File: src/rtl/vlcsr_pkg.sv
package vlcsr_pkg;

  typedef enum logic [1:0] {
    OP_NONE  = 2'b00,
    OP_WRITE = 2'b01,
    OP_SET   = 2'b10,
    OP_CLEAR = 2'b11
  } csrOpE;

  // strobes from control to datapath
  typedef struct packed {
    logic selVl;
    logic selMvl;
    logic selState;
    logic update;
    logic rdWe;
  } csrStrobeT;

endpackage

File: src/rtl/vlcsr_ctrl.sv
module vlcsr_ctrl
  import vlcsr_pkg::*;
#(
  parameter logic [11:0] ADDR_VL    = 12'h7C0,
  parameter logic [11:0] ADDR_MVL   = 12'h7C1,
  parameter logic [11:0] ADDR_STATE = 12'h7C2
) (
  input  logic        csrValid,
  input  logic [11:0] csrAddr,
  input  logic [1:0]  csrOp,
  input  logic        rdIsZero,
  output csrStrobeT   strobe,
  output logic        csrHit
);

  logic opLive;
  logic hitVl, hitMvl, hitState;

  always_comb begin
    opLive   = csrValid && (csrOp != OP_NONE);
    hitVl    = opLive && (csrAddr == ADDR_VL);
    hitMvl   = opLive && (csrAddr == ADDR_MVL);
    hitState = opLive && (csrAddr == ADDR_STATE);
    csrHit   = hitVl || hitMvl || hitState;

    strobe.selVl    = hitVl;
    strobe.selMvl   = hitMvl;
    strobe.selState = hitState;
    strobe.update   = csrHit;
    strobe.rdWe     = csrHit && !rdIsZero;
  end

endmodule

File: src/rtl/vlcsr_datapath.sv
module vlcsr_datapath
  import vlcsr_pkg::*;
#(
  parameter int XLEN = 64,
  localparam int FW = $clog2(XLEN),
  localparam int LW = FW + 1
) (
  input  logic            clk,
  input  logic            rstN,
  input  csrStrobeT       strobe,
  input  logic [1:0]      csrOp,
  input  logic            csrUseImm,
  input  logic [XLEN-1:0] csrRs1,
  input  logic [4:0]      csrImm,
  output logic [XLEN-1:0] rdData,
  output logic [LW-1:0]   curVl,
  output logic [LW-1:0]   curMvl
);

  logic [LW-1:0] vlQ, mvlQ;

  // force a requested length into 1..lim
  function automatic logic [LW-1:0] clampLen(input logic [XLEN-1:0] raw,
                                             input logic [LW-1:0] lim);
    if (raw == '0)                 return LW'(1);
    else if (raw > XLEN'(lim))     return lim;
    else                           return raw[LW-1:0];
  endfunction

  // bit operation applied to current value; plain write uses writeVal
  function automatic logic [XLEN-1:0] applyOp(input logic [1:0] op,
                                              input logic [XLEN-1:0] cur,
                                              input logic [XLEN-1:0] opnd,
                                              input logic [XLEN-1:0] writeVal);
    case (op)
      OP_SET:   return cur | opnd;
      OP_CLEAR: return cur & ~opnd;
      default:  return writeVal;
    endcase
  endfunction

  logic [XLEN-1:0] operand, lenWriteVal;
  logic [XLEN-1:0] vlRaw, mvlRaw, stateRaw, stateCur;
  logic [FW-1:0]   vlField, mvlField;
  logic [LW-1:0]   vlMinus, mvlMinus;
  logic [LW-1:0]   vlFromVl, mvlFromMvl, vlFromMvl, mvlFromState, vlFromState;
  logic [LW-1:0]   vlNext, mvlNext;

  always_comb begin
    operand     = csrUseImm ? XLEN'(csrImm) : csrRs1;
    // length registers take the immediate offset by one
    lenWriteVal = csrUseImm ? (XLEN'(csrImm) + XLEN'(1)) : csrRs1;

    vlMinus  = vlQ - LW'(1);
    mvlMinus = mvlQ - LW'(1);
    vlField  = vlMinus[FW-1:0];
    mvlField = mvlMinus[FW-1:0];
    stateCur = XLEN'({mvlField, vlField});

    vlRaw    = applyOp(csrOp, XLEN'(vlQ), operand, lenWriteVal);
    mvlRaw   = applyOp(csrOp, XLEN'(mvlQ), operand, lenWriteVal);
    stateRaw = applyOp(csrOp, stateCur, operand, operand);

    vlFromVl     = clampLen(vlRaw, mvlQ);
    mvlFromMvl   = clampLen(mvlRaw, LW'(XLEN));
    vlFromMvl    = (vlQ > mvlFromMvl) ? mvlFromMvl : vlQ;
    mvlFromState = {1'b0, stateRaw[2*FW-1:FW]} + LW'(1);
    vlFromState  = clampLen(XLEN'(stateRaw[FW-1:0]) + XLEN'(1), mvlFromState);

    vlNext  = vlQ;
    mvlNext = mvlQ;
    if (strobe.update) begin
      if (strobe.selVl) begin
        vlNext = vlFromVl;
      end else if (strobe.selMvl) begin
        mvlNext = mvlFromMvl;
        vlNext  = vlFromMvl;
      end else if (strobe.selState) begin
        mvlNext = mvlFromState;
        vlNext  = vlFromState;
      end
    end

    if (strobe.selVl)         rdData = XLEN'(vlFromVl);
    else if (strobe.selMvl)   rdData = XLEN'(mvlQ);
    else if (strobe.selState) rdData = stateCur;
    else                      rdData = '0;
  end

  always_ff @(posedge clk) begin
    if (!rstN) begin
      vlQ  <= LW'(1);
      mvlQ <= LW'(XLEN);
    end else begin
      vlQ  <= vlNext;
      mvlQ <= mvlNext;
    end
  end

  assign curVl  = vlQ;
  assign curMvl = mvlQ;

endmodule

File: src/rtl/vlcsr_top.sv
module vlcsr_top
  import vlcsr_pkg::*;
#(
  parameter int XLEN = 64,
  parameter logic [11:0] ADDR_VL    = 12'h7C0,
  parameter logic [11:0] ADDR_MVL   = 12'h7C1,
  parameter logic [11:0] ADDR_STATE = 12'h7C2,
  localparam int LW = $clog2(XLEN) + 1
) (
  input  logic            clk,
  input  logic            rstN,
  input  logic            csrValid,
  input  logic [11:0]     csrAddr,
  input  logic [1:0]      csrOp,
  input  logic            csrUseImm,
  input  logic [XLEN-1:0] csrRs1,
  input  logic [4:0]      csrImm,
  input  logic            rdIsZero,
  output logic            csrHit,
  output logic            rdWrite,
  output logic [XLEN-1:0] rdData,
  output logic [LW-1:0]   curVl,
  output logic [LW-1:0]   curMvl
);

  csrStrobeT strobe;

  vlcsr_ctrl #(
    .ADDR_VL(ADDR_VL), .ADDR_MVL(ADDR_MVL), .ADDR_STATE(ADDR_STATE)
  ) u_ctrl (
    .csrValid(csrValid), .csrAddr(csrAddr), .csrOp(csrOp),
    .rdIsZero(rdIsZero), .strobe(strobe), .csrHit(csrHit)
  );

  vlcsr_datapath #(.XLEN(XLEN)) u_dp (
    .clk(clk), .rstN(rstN), .strobe(strobe), .csrOp(csrOp),
    .csrUseImm(csrUseImm), .csrRs1(csrRs1), .csrImm(csrImm),
    .rdData(rdData), .curVl(curVl), .curMvl(curMvl)
  );

  assign rdWrite = strobe.rdWe;

endmodule

File: config.mk
export PLATFORM = sky130hd
export DESIGN_NAME = vlcsr_top
export DESIGN_NICKNAME = d
export VERILOG_FILES = /design/src/rtl/vlcsr_pkg.sv /design/src/rtl/vlcsr_ctrl.sv /design/src/rtl/vlcsr_datapath.sv /design/src/rtl/vlcsr_top.sv
export SDC_FILE = /design/constraint.sdc
export NUM_CORES = 1
export LEC_CHECK = 0
export CORE_ASPECT_RATIO = 1.1
export CORE_MARGIN = 2
export CORE_UTILIZATION = 45
export DETAILED_ROUTE_END_ITERATION = 10
export MAX_ROUTING_LAYER = met4
export PLACE_DENSITY = 0.89
export RECOVER_POWER = 25
export SKIP_CTS_REPAIR_TIMING = 1
export SYNTH_ARGS = -nofsm -noshare
export SYNTH_HDL_FRONTEND = slang
export SYNTH_SLANG_ARGS = --single-unit
File: constraint.sdc
create_clock -name clk -period 8.86 [get_ports clk]
set_clock_uncertainty 0.2 [all_clocks]
set_input_delay 1.772 -clock clk [delete_from_list [all_inputs] [get_ports clk]]
set_output_delay 1.772 -clock clk [all_outputs]
set_load 0.01 [all_outputs]
==> summary.md <==
| Metric | Value |
|---|---|
| Avg Vias per Cell | 5.97 |
| Post-DP HPWL | 10300 um |
| Post-Synth XOR/XNOR Area | 3.19% |
| Die H | 93.7 um |
| Min Tclk post-route | 7.90 ns |
| Total CTS buffers | 3 |
| Root buffer cell | clkbuf_8 |
| CTS max path bufs | 2 |
| Critical setup path kind | in2out |
| Total die area | 8020 um^2 |
| Layout cell share with drive strength beyond 1 | 4.16% |
| Comb power frac | 57.4% |
| DRC | 0 |
| Slew HR | 48.0% |
| DRT iter0 DRCs | 247 |
| DR WL/cell | 18.5 um |
| Vias in the first global route | 3728 |
| Post-synthesis simple-gate area fraction | 30.1% |
| Routed Antenna Nets | 0 |
| CTS clk-pin slew, worst paths | 0.06 ns |
| Reg power frac | 20.9% |
| Core area | 7050 um^2 |
| Syn Inst Count | 473 |
| Via count | 3954 |
| Mux cell area share after synthesis | 4.37% |
| Die W | 85.6 um |
| Area contributors post-synth | buf_4, ha_1, dfxtp_1, nand2_1, a21oi_1 |
| Drt pass-1 iters | 5 |
| Unrepaired setup endpoints after global routing | no |
| Final hold violation count | 0 |
| Worst-Margin Slew | 0.772 ns |
| Final period util | 89.2% |
| CP peak stage delay | 0.81 ns |
| Max Clk Rate | 127 MHz |
| Pwr/cell area | 69.3 nW/um^2 |
| Synth Flop Type | dfxtp_1 |
| Syn_area_per_cell | 6.96 um^2 |
| GRT overflow | 0 |
| Ys async rst share | 0% |
| Initial antenna violation count | 0 |
| Final setup TNS | 0 ns |
| Starting density of the core | 46.7% |
| Post-Synth Adder-Cell Area | 9.88% |
| CP max FO | 16 |
| Crit path required time | 6.89 ns |
| Status | finished, final reports clean |
| Mapped Area | 3290 um^2 |
| Final Wtd Congestion | 0.957 |
| IO Port Bufs | 115 |
| Clk Latency, worst-skew pair | 0.26 ns |
| Crit-path slowest cell | clkdlybuf4s50_1 |
| P_leak | 1.80 nW |
| Final WL | 12300 um |
| Post-synth top area cell | buf_4 |
| Crit-path leading delay family | buffers and inverters |
| Commonest non-fill, non-tap cells in the layout | clkdlybuf4s50_1, conb_1, nand2_1 |
| # diodes | 0 |
| Top Ports | 168 |
| CP startpoint kind | primary input |
| Clock share of power | 21.7% |
| Fin nets | 692 |
| Seq/Total Area, Yosys | 8.51% |
| Post-synthesis compound-gate area fraction | 26.5% |
| Largest net degree at the start of global routing | 22 |
| Worst path cell trace | clkdlybuf4s50_1, buf_4, nand3_1, o221a_2, a21oi_1, ha_1, a21o_1, a21oi_1, nand2b_1, o21a_1, nor2_1, o21ai_0, a222oi_1, inv_1, clkdlybuf4s50_1 |
| Commonest non-fill, non-tap cell in the layout | clkdlybuf4s50_1 |
| H-tree depth | 1 |
| Endpoints failing setup | 0 |
| Largest family of logic cells by synthesized area | simple AND/OR/NAND/NOR gates |
| First-pass GRT wire length | 18700 um |
| Hold_ws | 0.416 ns |
| FF+latch count, synth | 14 |
| Area Overhead vs Synth | 32.2% |
| TritonCTS clock tree | built |
| Crit path buf inv count | 4 |
| Critical path arrival | 5.93 ns |
| CP Capture Type | output pin |
| Internal power | 0.180 mW |
| Yosys cell types | 73 |
| Sink Count | 14 |
| Fin. max-slew vios | 0 |
| GRT Overall Usage | 30.1% |
| Switch share | 40.2% |
| HP Class | reg2reg |
| Count of yosys warnings during synthesis | 0 |
| Peak supply drop | 0.0664 mV |
| Max-cap violations | 0 |
| NetSw | 0.121 mW |
| Synth top area share | 11.9% |
| Row cnt | 32 |
| Post-synth EDFFs | 0 |
## worst reg2reg max path, stage by stage (launching register included)
cell      delay, ns
dfxtp_1        0.68
inv_1          0.25
ha_1           0.30
xnor2_1        0.16
a211o_1        0.33
a211oi_1       0.38
nand3_1        0.14
xor2_1         0.25
inv_1          0.11
ha_1           0.32
o21ai_0        0.08
nor2_1         0.08
nor4_1         0.42
or2_0          0.33
nand2_1        0.08
o21ai_0        0.18
a22oi_1        0.13
a311oi_1       0.29
## metal layers
layer	vias to the layer above	GRT usage, %	part of all wire [%]	wire length (um)
met1	1825	34.7	38	4710
met5	-	-	0	0
li1	1860	-	-	-
met3	36	3.43	8.6	1060
met2	233	53.8	49	6030
met4	0	10.8	3.9	476
## registers in the layout, indices dropped and copies added, names as in the netlist
| signal | flops |
|---|---|
| u_dp.curVl | 7 |
| u_dp.curMvl | 7 |
## stage by stage
| step | instances | total power, mW | setup WS [ns] | area, um^2 | utilization [%] |
|---|---|---|---|---|---|
| 4_1_cts | 662 | 0.296 | 1.01 | 4350 | 61.7 |
| 5_1_grt | 662 | 0.318 | 0.635 | 4350 | 61.7 |
| 2_1_floorplan | 524 | 0.181 | 2.54 | 3480 | - |
| 3_3_place_gp | 658 | 0.230 | 1.09 | 4300 | 61.0 |
| 3_5_place_dp | 658 | 0.232 | 1.02 | 4300 | 61.0 |
| 6_report | 662 | 0.302 | 0.958 | 4350 | 61.7 |
## final timing paths
check | endpoint | startpoint | cells past startpoint | slack, ns
hold reg to reg | u_dp.curVl[6]$_SDFFE_PN0P_ | u_dp.curVl[6]$_SDFFE_PN0P_ | 2 | 0.42
setup / recovery | rdData[2] | csrUseImm | 15 | 0.96
hold / removal | u_dp.curVl[6]$_SDFFE_PN0P_ | u_dp.curVl[6]$_SDFFE_PN0P_ | 2 | 0.42
setup reg to reg | u_dp.curVl[1]$_SDFFE_PN0P_ | u_dp.curMvl[0]$_SDFFE_PN0P_ | 17 | 4.08
## logic make-up (layout without fill, tap and decap cells)
kind of cell / count (synthesis) / in the layout
multiplexers: 14 / 14
buffers and inverters: 96 / 149
XOR/XNOR: 12 / 12
AO/OA/AOI/OAI: 124 / 124
flip-flops: 14 / 14
other: 1 / 52
AND/OR/NAND/NOR: 186 / 186
adder cells (fa/ha/maj): 26 / 26
## power groups by stage
stage / Clock [mW] / Combinational [mW] / Sequential (mW)
after detailed placement: 0 / 0.168 / 0.0644
after CTS: 0.0641 / 0.168 / 0.0630
after floorplan: 0 / 0.117 / 0.0644
final: 0.0654 / 0.173 / 0.0630
after global routing: 0.0676 / 0.188 / 0.0630
after global placement: 0 / 0.165 / 0.0644
## synth_stat cells, drive strengths merged (3+ instances only)
master / number
a211oi: 5
a21o: 5
a21oi: 24
a221o: 3
a22oi: 3
a311oi: 3
a31o: 3
a31oi: 4
and2: 3
and3: 6
buf: 58
clkbuf: 11
dfxtp: 14
ha: 26
inv: 27
mux2: 3
mux2i: 11
nand2: 40
nand2b: 14
nand3: 21
nand4: 9
nor2: 31
nor2b: 12
nor3: 9
nor3b: 3
nor4: 18
o211ai: 5
o21a: 9
o21ai: 27
o221ai: 4
o22ai: 5
o31ai: 4
or4: 6
xnor2: 7
xor2: 5
## final cells by class
| class | instances | area [um^2] |
|---|---|---|
| fillers | 661 | 2700 |
| clock buffers | 4 | 55.1 |
| inverters | 27 | 101 |
| well taps | 85 | 106 |
| repair buffers | 118 | 1170 |
| flip-flops and latches | 14 | 280 |
| multi-input cells | 414 | 2630 |
(Power assumes the default switching activity.)
